**config.mk**
```make
export PLATFORM = sky130hd
export DESIGN_NAME = xclk_conv_seq
export DESIGN_NICKNAME = d
export VERILOG_FILES = /design/src/rtl/xcs_pkg.sv /design/src/rtl/xcs_counter.sv /design/src/rtl/xcs_strobe.sv /design/src/rtl/xcs_shifter.sv /design/src/rtl/xclk_conv_seq.sv
export SDC_FILE = /design/constraint.sdc
export NUM_CORES = 1
export LEC_CHECK = 0
export BUFFER_PORTS_ARGS = -buffer_cell sky130_fd_sc_hd__buf_2
export CAP_MARGIN = 40
export CORE_MARGIN = 5
export CORE_UTILIZATION = 30
export DETAILED_ROUTE_END_ITERATION = 10
export PLACE_DENSITY = 0.46
export SYNTH_ARGS = -nofsm -noshare
export SYNTH_HDL_FRONTEND = slang
export SYNTH_HIERARCHICAL = 1
export SYNTH_SLANG_ARGS = --single-unit
```
**constraint.sdc**
```tcl
create_clock -name clk -period 3.1 [get_ports clk]
set_input_delay 0.62 -clock clk [delete_from_list [all_inputs] [get_ports clk]]
set_output_delay 0.62 -clock clk [all_outputs]
set_load 0.02 [all_outputs]
```
**src/rtl/xcs_pkg.sv**
```systemverilog
// Shared types for the external-clock conversion sequencer.
// Assumes nothing beyond a 1800-2017 compiler.
package xcs_pkg;
    typedef enum logic {
        ACQ_SHORT = 1'b0,
        ACQ_LONG  = 1'b1
    } acq_len_e;
endpackage

```
**src/rtl/xcs_counter.sv**
```systemverilog
// Edge counter: counts qualified serial-clock falling edges within a frame and
// decodes the strobe, first-bit, shift and end positions for the chosen length.
// Assumes sclk_fall is a single-cycle pulse synchronous to clk.
module xcs_counter
    import xcs_pkg::*;
#(
    parameter int DATA_W    = 16,
    parameter int SHORT_MSB = 8,
    parameter int LONG_MSB  = 16
) (
    input  logic clk,
    input  logic rst_n,
    input  logic sclk_fall,
    input  logic cs_n,
    input  logic start,
    input  logic abort,
    input  logic long_i,
    output logic adv,
    output logic strobe_hit,
    output logic msb_hit,
    output logic shift_hit,
    output logic done_o
);
    localparam int LAST_EDGE = LONG_MSB + DATA_W;
    localparam int CNT_W     = $clog2(LAST_EDGE + 1);

    logic             busy_q;
    acq_len_e         len_q;
    logic [CNT_W-1:0] cnt_q;
    logic [CNT_W-1:0] cnt_nx;
    logic [CNT_W-1:0] msb_pos;
    logic [CNT_W-1:0] end_pos;
    logic             end_hit;

    // Qualified edge: frame running, chip selected, no control event this cycle.
    assign adv     = busy_q & sclk_fall & ~cs_n & ~start & ~abort;
    assign cnt_nx  = cnt_q + 1'b1;
    assign msb_pos = (len_q == ACQ_LONG) ? CNT_W'(LONG_MSB) : CNT_W'(SHORT_MSB);
    assign end_pos = msb_pos + CNT_W'(DATA_W);

    // Position decode on the count reached by this edge.
    assign strobe_hit = adv && (cnt_nx == msb_pos - 1'b1);
    assign msb_hit    = adv && (cnt_nx == msb_pos);
    assign shift_hit  = adv && (cnt_nx >  msb_pos);
    assign end_hit    = adv && (cnt_nx == end_pos);

    // Frame state: abort wins over start, start over edge counting.
    always_ff @(posedge clk) begin
        if (!rst_n) begin
            busy_q <= 1'b0;
            len_q  <= ACQ_SHORT;
            cnt_q  <= '0;
        end else if (abort) begin
            busy_q <= 1'b0;
            cnt_q  <= '0;
        end else if (start) begin
            busy_q <= 1'b1;
            cnt_q  <= '0;
            len_q  <= acq_len_e'(long_i);
        end else if (adv) begin
            cnt_q <= cnt_nx;
            if (end_hit) busy_q <= 1'b0;
        end
    end

    // End-of-frame pulse, one clock wide.
    always_ff @(posedge clk) begin
        if (!rst_n) done_o <= 1'b0;
        else        done_o <= end_hit;
    end

    assert_freeze_R8: assert property (@(posedge clk) disable iff (!rst_n)
        (cs_n && !start && !abort) |=> $stable(cnt_q));
    assert_bounded_R6: assert property (@(posedge clk) disable iff (!rst_n)
        busy_q |-> (cnt_q < end_pos));
    assert_abort_idle_R9: assert property (@(posedge clk) disable iff (!rst_n)
        abort |=> (!busy_q && !done_o));
endmodule

```
**src/rtl/xcs_strobe.sv**
```systemverilog
// Strobe generator: holds the strobe for exactly one serial-clock period
// before the first data bit and ORs in the calibration-busy level.
// Assumes strobe_hit only occurs on a qualified edge (adv).
module xcs_strobe (
    input  logic clk,
    input  logic rst_n,
    input  logic adv,
    input  logic strobe_hit,
    input  logic start,
    input  logic abort,
    input  logic cal_busy,
    output logic sstrb_o
);
    logic pulse_q;

    // Set on the strobe position, clear on the next qualified edge or control event.
    always_ff @(posedge clk) begin
        if (!rst_n)                 pulse_q <= 1'b0;
        else if (start || abort)    pulse_q <= 1'b0;
        else if (adv)               pulse_q <= strobe_hit;
    end

    assign sstrb_o = pulse_q | cal_busy;

    assert_strobe_width_R2: assert property (@(posedge clk) disable iff (!rst_n)
        (pulse_q && adv) |=> !pulse_q);
endmodule

```
**src/rtl/xcs_shifter.sv**
```systemverilog
// Result shifter: captures the parallel result on the first-bit edge and moves
// it out MSB first, filling with zeros behind it.
// Assumes load and shift never occur in the same cycle.
module xcs_shifter #(
    parameter int DATA_W = 16
) (
    input  logic              clk,
    input  logic              rst_n,
    input  logic              clr,
    input  logic              load,
    input  logic              shift,
    input  logic [DATA_W-1:0] din,
    output logic              bit_o
);
    logic [DATA_W-1:0] sr_q;

    // Capture, shift left with zero fill, or clear on frame control.
    always_ff @(posedge clk) begin
        if (!rst_n || clr) sr_q <= '0;
        else if (load)     sr_q <= din;
        else if (shift)    sr_q <= {sr_q[DATA_W-2:0], 1'b0};
    end

    assign bit_o = sr_q[DATA_W-1];

    assert_zero_fill_R5: assert property (@(posedge clk) disable iff (!rst_n)
        (shift && !clr) |=> ($countones(sr_q) <= $past($countones(sr_q))));
endmodule

```
**src/rtl/xclk_conv_seq.sv**
```systemverilog
// External-clock conversion sequencer top: ties the edge counter, strobe
// generator and result shifter together and gates output enables with chip-select.
// Assumes a command receiver supplies start/long_acq/abort and sclk_fall pulses.
module xclk_conv_seq #(
    parameter int DATA_W    = 16,
    parameter int SHORT_MSB = 8,
    parameter int LONG_MSB  = 16
) (
    input  logic              clk,
    input  logic              rst_n,
    input  logic              sclk_fall,
    input  logic              cs_n,
    input  logic              start,
    input  logic              long_acq,
    input  logic              abort,
    input  logic              cal_busy,
    input  logic [DATA_W-1:0] result,
    output logic              sstrb,
    output logic              sstrb_oe,
    output logic              dout,
    output logic              dout_oe,
    output logic              done
);
    logic adv, strobe_hit, msb_hit, shift_hit;

    xcs_counter #(
        .DATA_W(DATA_W), .SHORT_MSB(SHORT_MSB), .LONG_MSB(LONG_MSB)
    ) u_cnt (
        .clk(clk), .rst_n(rst_n), .sclk_fall(sclk_fall), .cs_n(cs_n),
        .start(start), .abort(abort), .long_i(long_acq),
        .adv(adv), .strobe_hit(strobe_hit), .msb_hit(msb_hit),
        .shift_hit(shift_hit), .done_o(done)
    );

    xcs_strobe u_stb (
        .clk(clk), .rst_n(rst_n), .adv(adv), .strobe_hit(strobe_hit),
        .start(start), .abort(abort), .cal_busy(cal_busy), .sstrb_o(sstrb)
    );

    xcs_shifter #(.DATA_W(DATA_W)) u_shf (
        .clk(clk), .rst_n(rst_n), .clr(start | abort), .load(msb_hit),
        .shift(shift_hit), .din(result), .bit_o(dout)
    );

    // Outputs are driven only while the chip is selected.
    assign dout_oe  = ~cs_n;
    assign sstrb_oe = ~cs_n;

    assert_done_pulse_R6: assert property (@(posedge clk) disable iff (!rst_n)
        done |=> !done);
endmodule

```
==> summary.md <==
| Metric | Value |
|---|---|
| CTS sink count | 26 |
| Drt first-iter violations | 22 |
| Final core utilization | 35.0% |
| Clk_skew | 0.00272 ns |
| Hold WS | 0.560 ns |
| Final setup viols | 0 |
| Worst setup EP type | flop |
| Worst Hold Class | flop to flop |
| Post-synth top area cell | dfxtp_1 |
| Maxcap violations | 0 |
| Ports | 29 |
| DRT Pass-1 Iters | 2 |
| Clock buffer depth | 2 |
| Synth area leaders | dfxtp_1 (37%), mux2i_1 (11%), nor2b_1 (7.5%), a211oi_1 (6.3%), a211oi_2 (4.4%) |
| Rel. slew slack | 53.2% |
| Root Buffer Master | clkbuf_8 |
| Setup bufs post-CTS | 0 |
| Layout cells sized above 1 | 26.9% |
| Post-DR vias/cell | 4.86 |
| Die W | 78.8 um |
| Async SR Flop Fraction | 0% |
| Fmax | 393 MHz |
| Area grow syn2layout | 14.7% |
| Cell Area, Synth | 1420 um2 |
| Worst EP arrival | 2.73 ns |
| Largest net degree at the start of global routing | 18 |
| DR WL/cell | 13.0 um |
| Register area share after synthesis | 36.7% |
| Hold Buf Count CTS | 0 |
| IO buf count | 28 |
| H-tree levels | 1 |
| Startpoint types | flop |
| Final Cycle Share | 82.1% |
| ANT cells | 0 |
| EDFF count, synth | 0 |
| Final Worst Setup Slack | 0.556 ns |
| Worst-path clk slew | 0.08 ns |
| Max VDD drop | 0.135 mV |
| Final nets | 198 |
| Total GRT Usage | 9.50% |
| CTS tree | done |
| Syn Area/Cell | 10.1 um2 |
| First-pass GRT wire length | 4.77 mm |
| Lkg Pwr | 0.000570 uW |
| # DRC | 0 |
| Power Dens Cells | 342 nW/um2 |
| Rows | 25 |
| Grt ovf | 0 |
| Most common cell after layout, fill and taps aside | buf_2 |
| Post-layout min period | 2.54 ns |
| PostCTS Resize Cnt | 0 |
| Synth top area share | 36.7% |
| Hold Fails Final Rpt | 0 |
| Status | complete, no violations |
| Max-slew violation count | 0 |
| Placed wire-length estimate | 2.23 mm |
| Most frequent cells in the layout | buf_2 (28), dfxtp_1 (26), nor2b_1 (17), mux2i_1 (16), a211oi_1 (12) |
| Post-Route WL | 2.87 mm |
| Total power | 558 uW |
| Yosys reg bits | 26 |
| Core ar. | 4660 um2 |
| Total CTS buffers | 3 |
| Final antenna-violating net count | 0 |
| Starting density of the core | 30.5% |
| Unrepaired setup endpoints after global routing | false |
| Place WS | 0.545 ns |
| Post-Route Setup TNS | 0 ns |
| Worst skew pair latency | 0.26 ns |
| Initial antenna violation count | 0 |
| Post-Syn Instances | 141 |
| CP required | 3.28 ns |
| Unique masters post-synth | 36 |
| Crit Path Category | flop to flop |
| Chip height | 78.8 um |
| Mapped Nets | 170 |
| Number of fill cells | 479 |
| Vias in the first global route | 1067 |
| Die area | 6210 um2 |
| Post-synth top flop | dfxtp_1 |
| Least-Margin Pin Slew | 0.702 ns |
| Via count | 1074 |
| Crit-path max FO | 16 |
| GPL Wtd Cong | 0.773 |
| Synth Warn # | 6 |
-- metal layers --
layer / part of all wire, % / GRT usage, % / vias to the layer above
li1: - / - / 554
met1: 45 / 10.9 / 501
met2: 50 / 17.1 / 17
met3: 5.1 / 2.38 / 2
met4: 0.52 / 3.15 / 0
met5: 0 / 0 / -
-- area by class of cell --
class | instances | area [um2] | area share (%)
clock buffer | 3 | 41.3 | 2.53
inverter | 6 | 27.5 | 1.69
multi-input combinational | 102 | 817 | 50.2
sequential | 26 | 520 | 32.0
tap | 54 | 67.6 | 4.15
timing repair buffer | 30 | 155 | 9.52
-- registers in the layout, summed over array words and instances (netlist names) --
name and cells:
u_cnt/done_o 1, u_stb/pulse_q 1, u_cnt/len_q 1, u_cnt/busy_q 1
u_shf/sr_q 16, u_cnt/cnt_q 6
-- critical path, stage by stage, from the launching register on --
cell and delay [ns]:
dfxtp_1 0.43, ha_1 0.23, and3_1 0.20, xor2_1 0.17
ha_1 0.29, nor2b_1 0.15, o2bb2ai_1 0.18, a21oi_2 0.08
buf_4 0.23, or3b_1 0.36, a21oi_1 0.14
-- per-stage QoR --
stage,std cells,cell area [um2]
after detailed placement,218,1590
after CTS,221,1630
final,221,1630
after global placement,218,1590
after global routing,221,1630
after floorplan,141,1420
-- worst paths after layout --
path                                     from                           to  slack, ns  cells after the start
hold reg to reg   u_shf/sr_q[14]$_SDFFE_PP0P_  u_shf/sr_q[14]$_SDFFE_PP0P_       0.56                      2
setup / recovery  u_cnt/cnt_q[0]$_SDFFE_PP0P_   u_shf/sr_q[0]$_SDFFE_PP0P_       0.56                     10
setup reg to reg  u_cnt/cnt_q[0]$_SDFFE_PP0P_   u_shf/sr_q[0]$_SDFFE_PP0P_       0.56                     10
hold / removal    u_shf/sr_q[14]$_SDFFE_PP0P_  u_shf/sr_q[14]$_SDFFE_PP0P_       0.56                      2
-- cells in the mapped netlist (4+ instances only) --
cell / number
a211oi_1: 12
a211oi_2: 5
a21oi_1: 4
and3_1: 5
dfxtp_1: 26
ha_1: 5
inv_1: 5
mux2i_1: 16
nand3_1: 5
nor2_1: 5
nor2b_1: 17
xnor2_1: 5
xor2_1: 5
-- cell families (layout without fill, tap and decap cells) --
kind of cell	after synthesis	in the layout	synth area share (%)
flops	26	26	36.7
buf+inv	13	39	6.08
xor+xnor	10	10	6.17
fa+ha+maj	5	5	4.41
simple gates	47	47	21.7
compound gates	24	24	13.7
mux	16	16	11.3
-- report_power, final --
| group | leakage [uW] | internal (uW) | total [uW] | switching [uW] |
|---|---|---|---|---|
| logic | 0.000339 | 18.4 | 39.1 | 20.8 |
| clock network | 0.0000216 | 86.7 | 182 | 95.5 |
| registers | 0.000210 | 335 | 336 | 1.56 |
No activity file was read; power rests on OpenSTA's default activity.
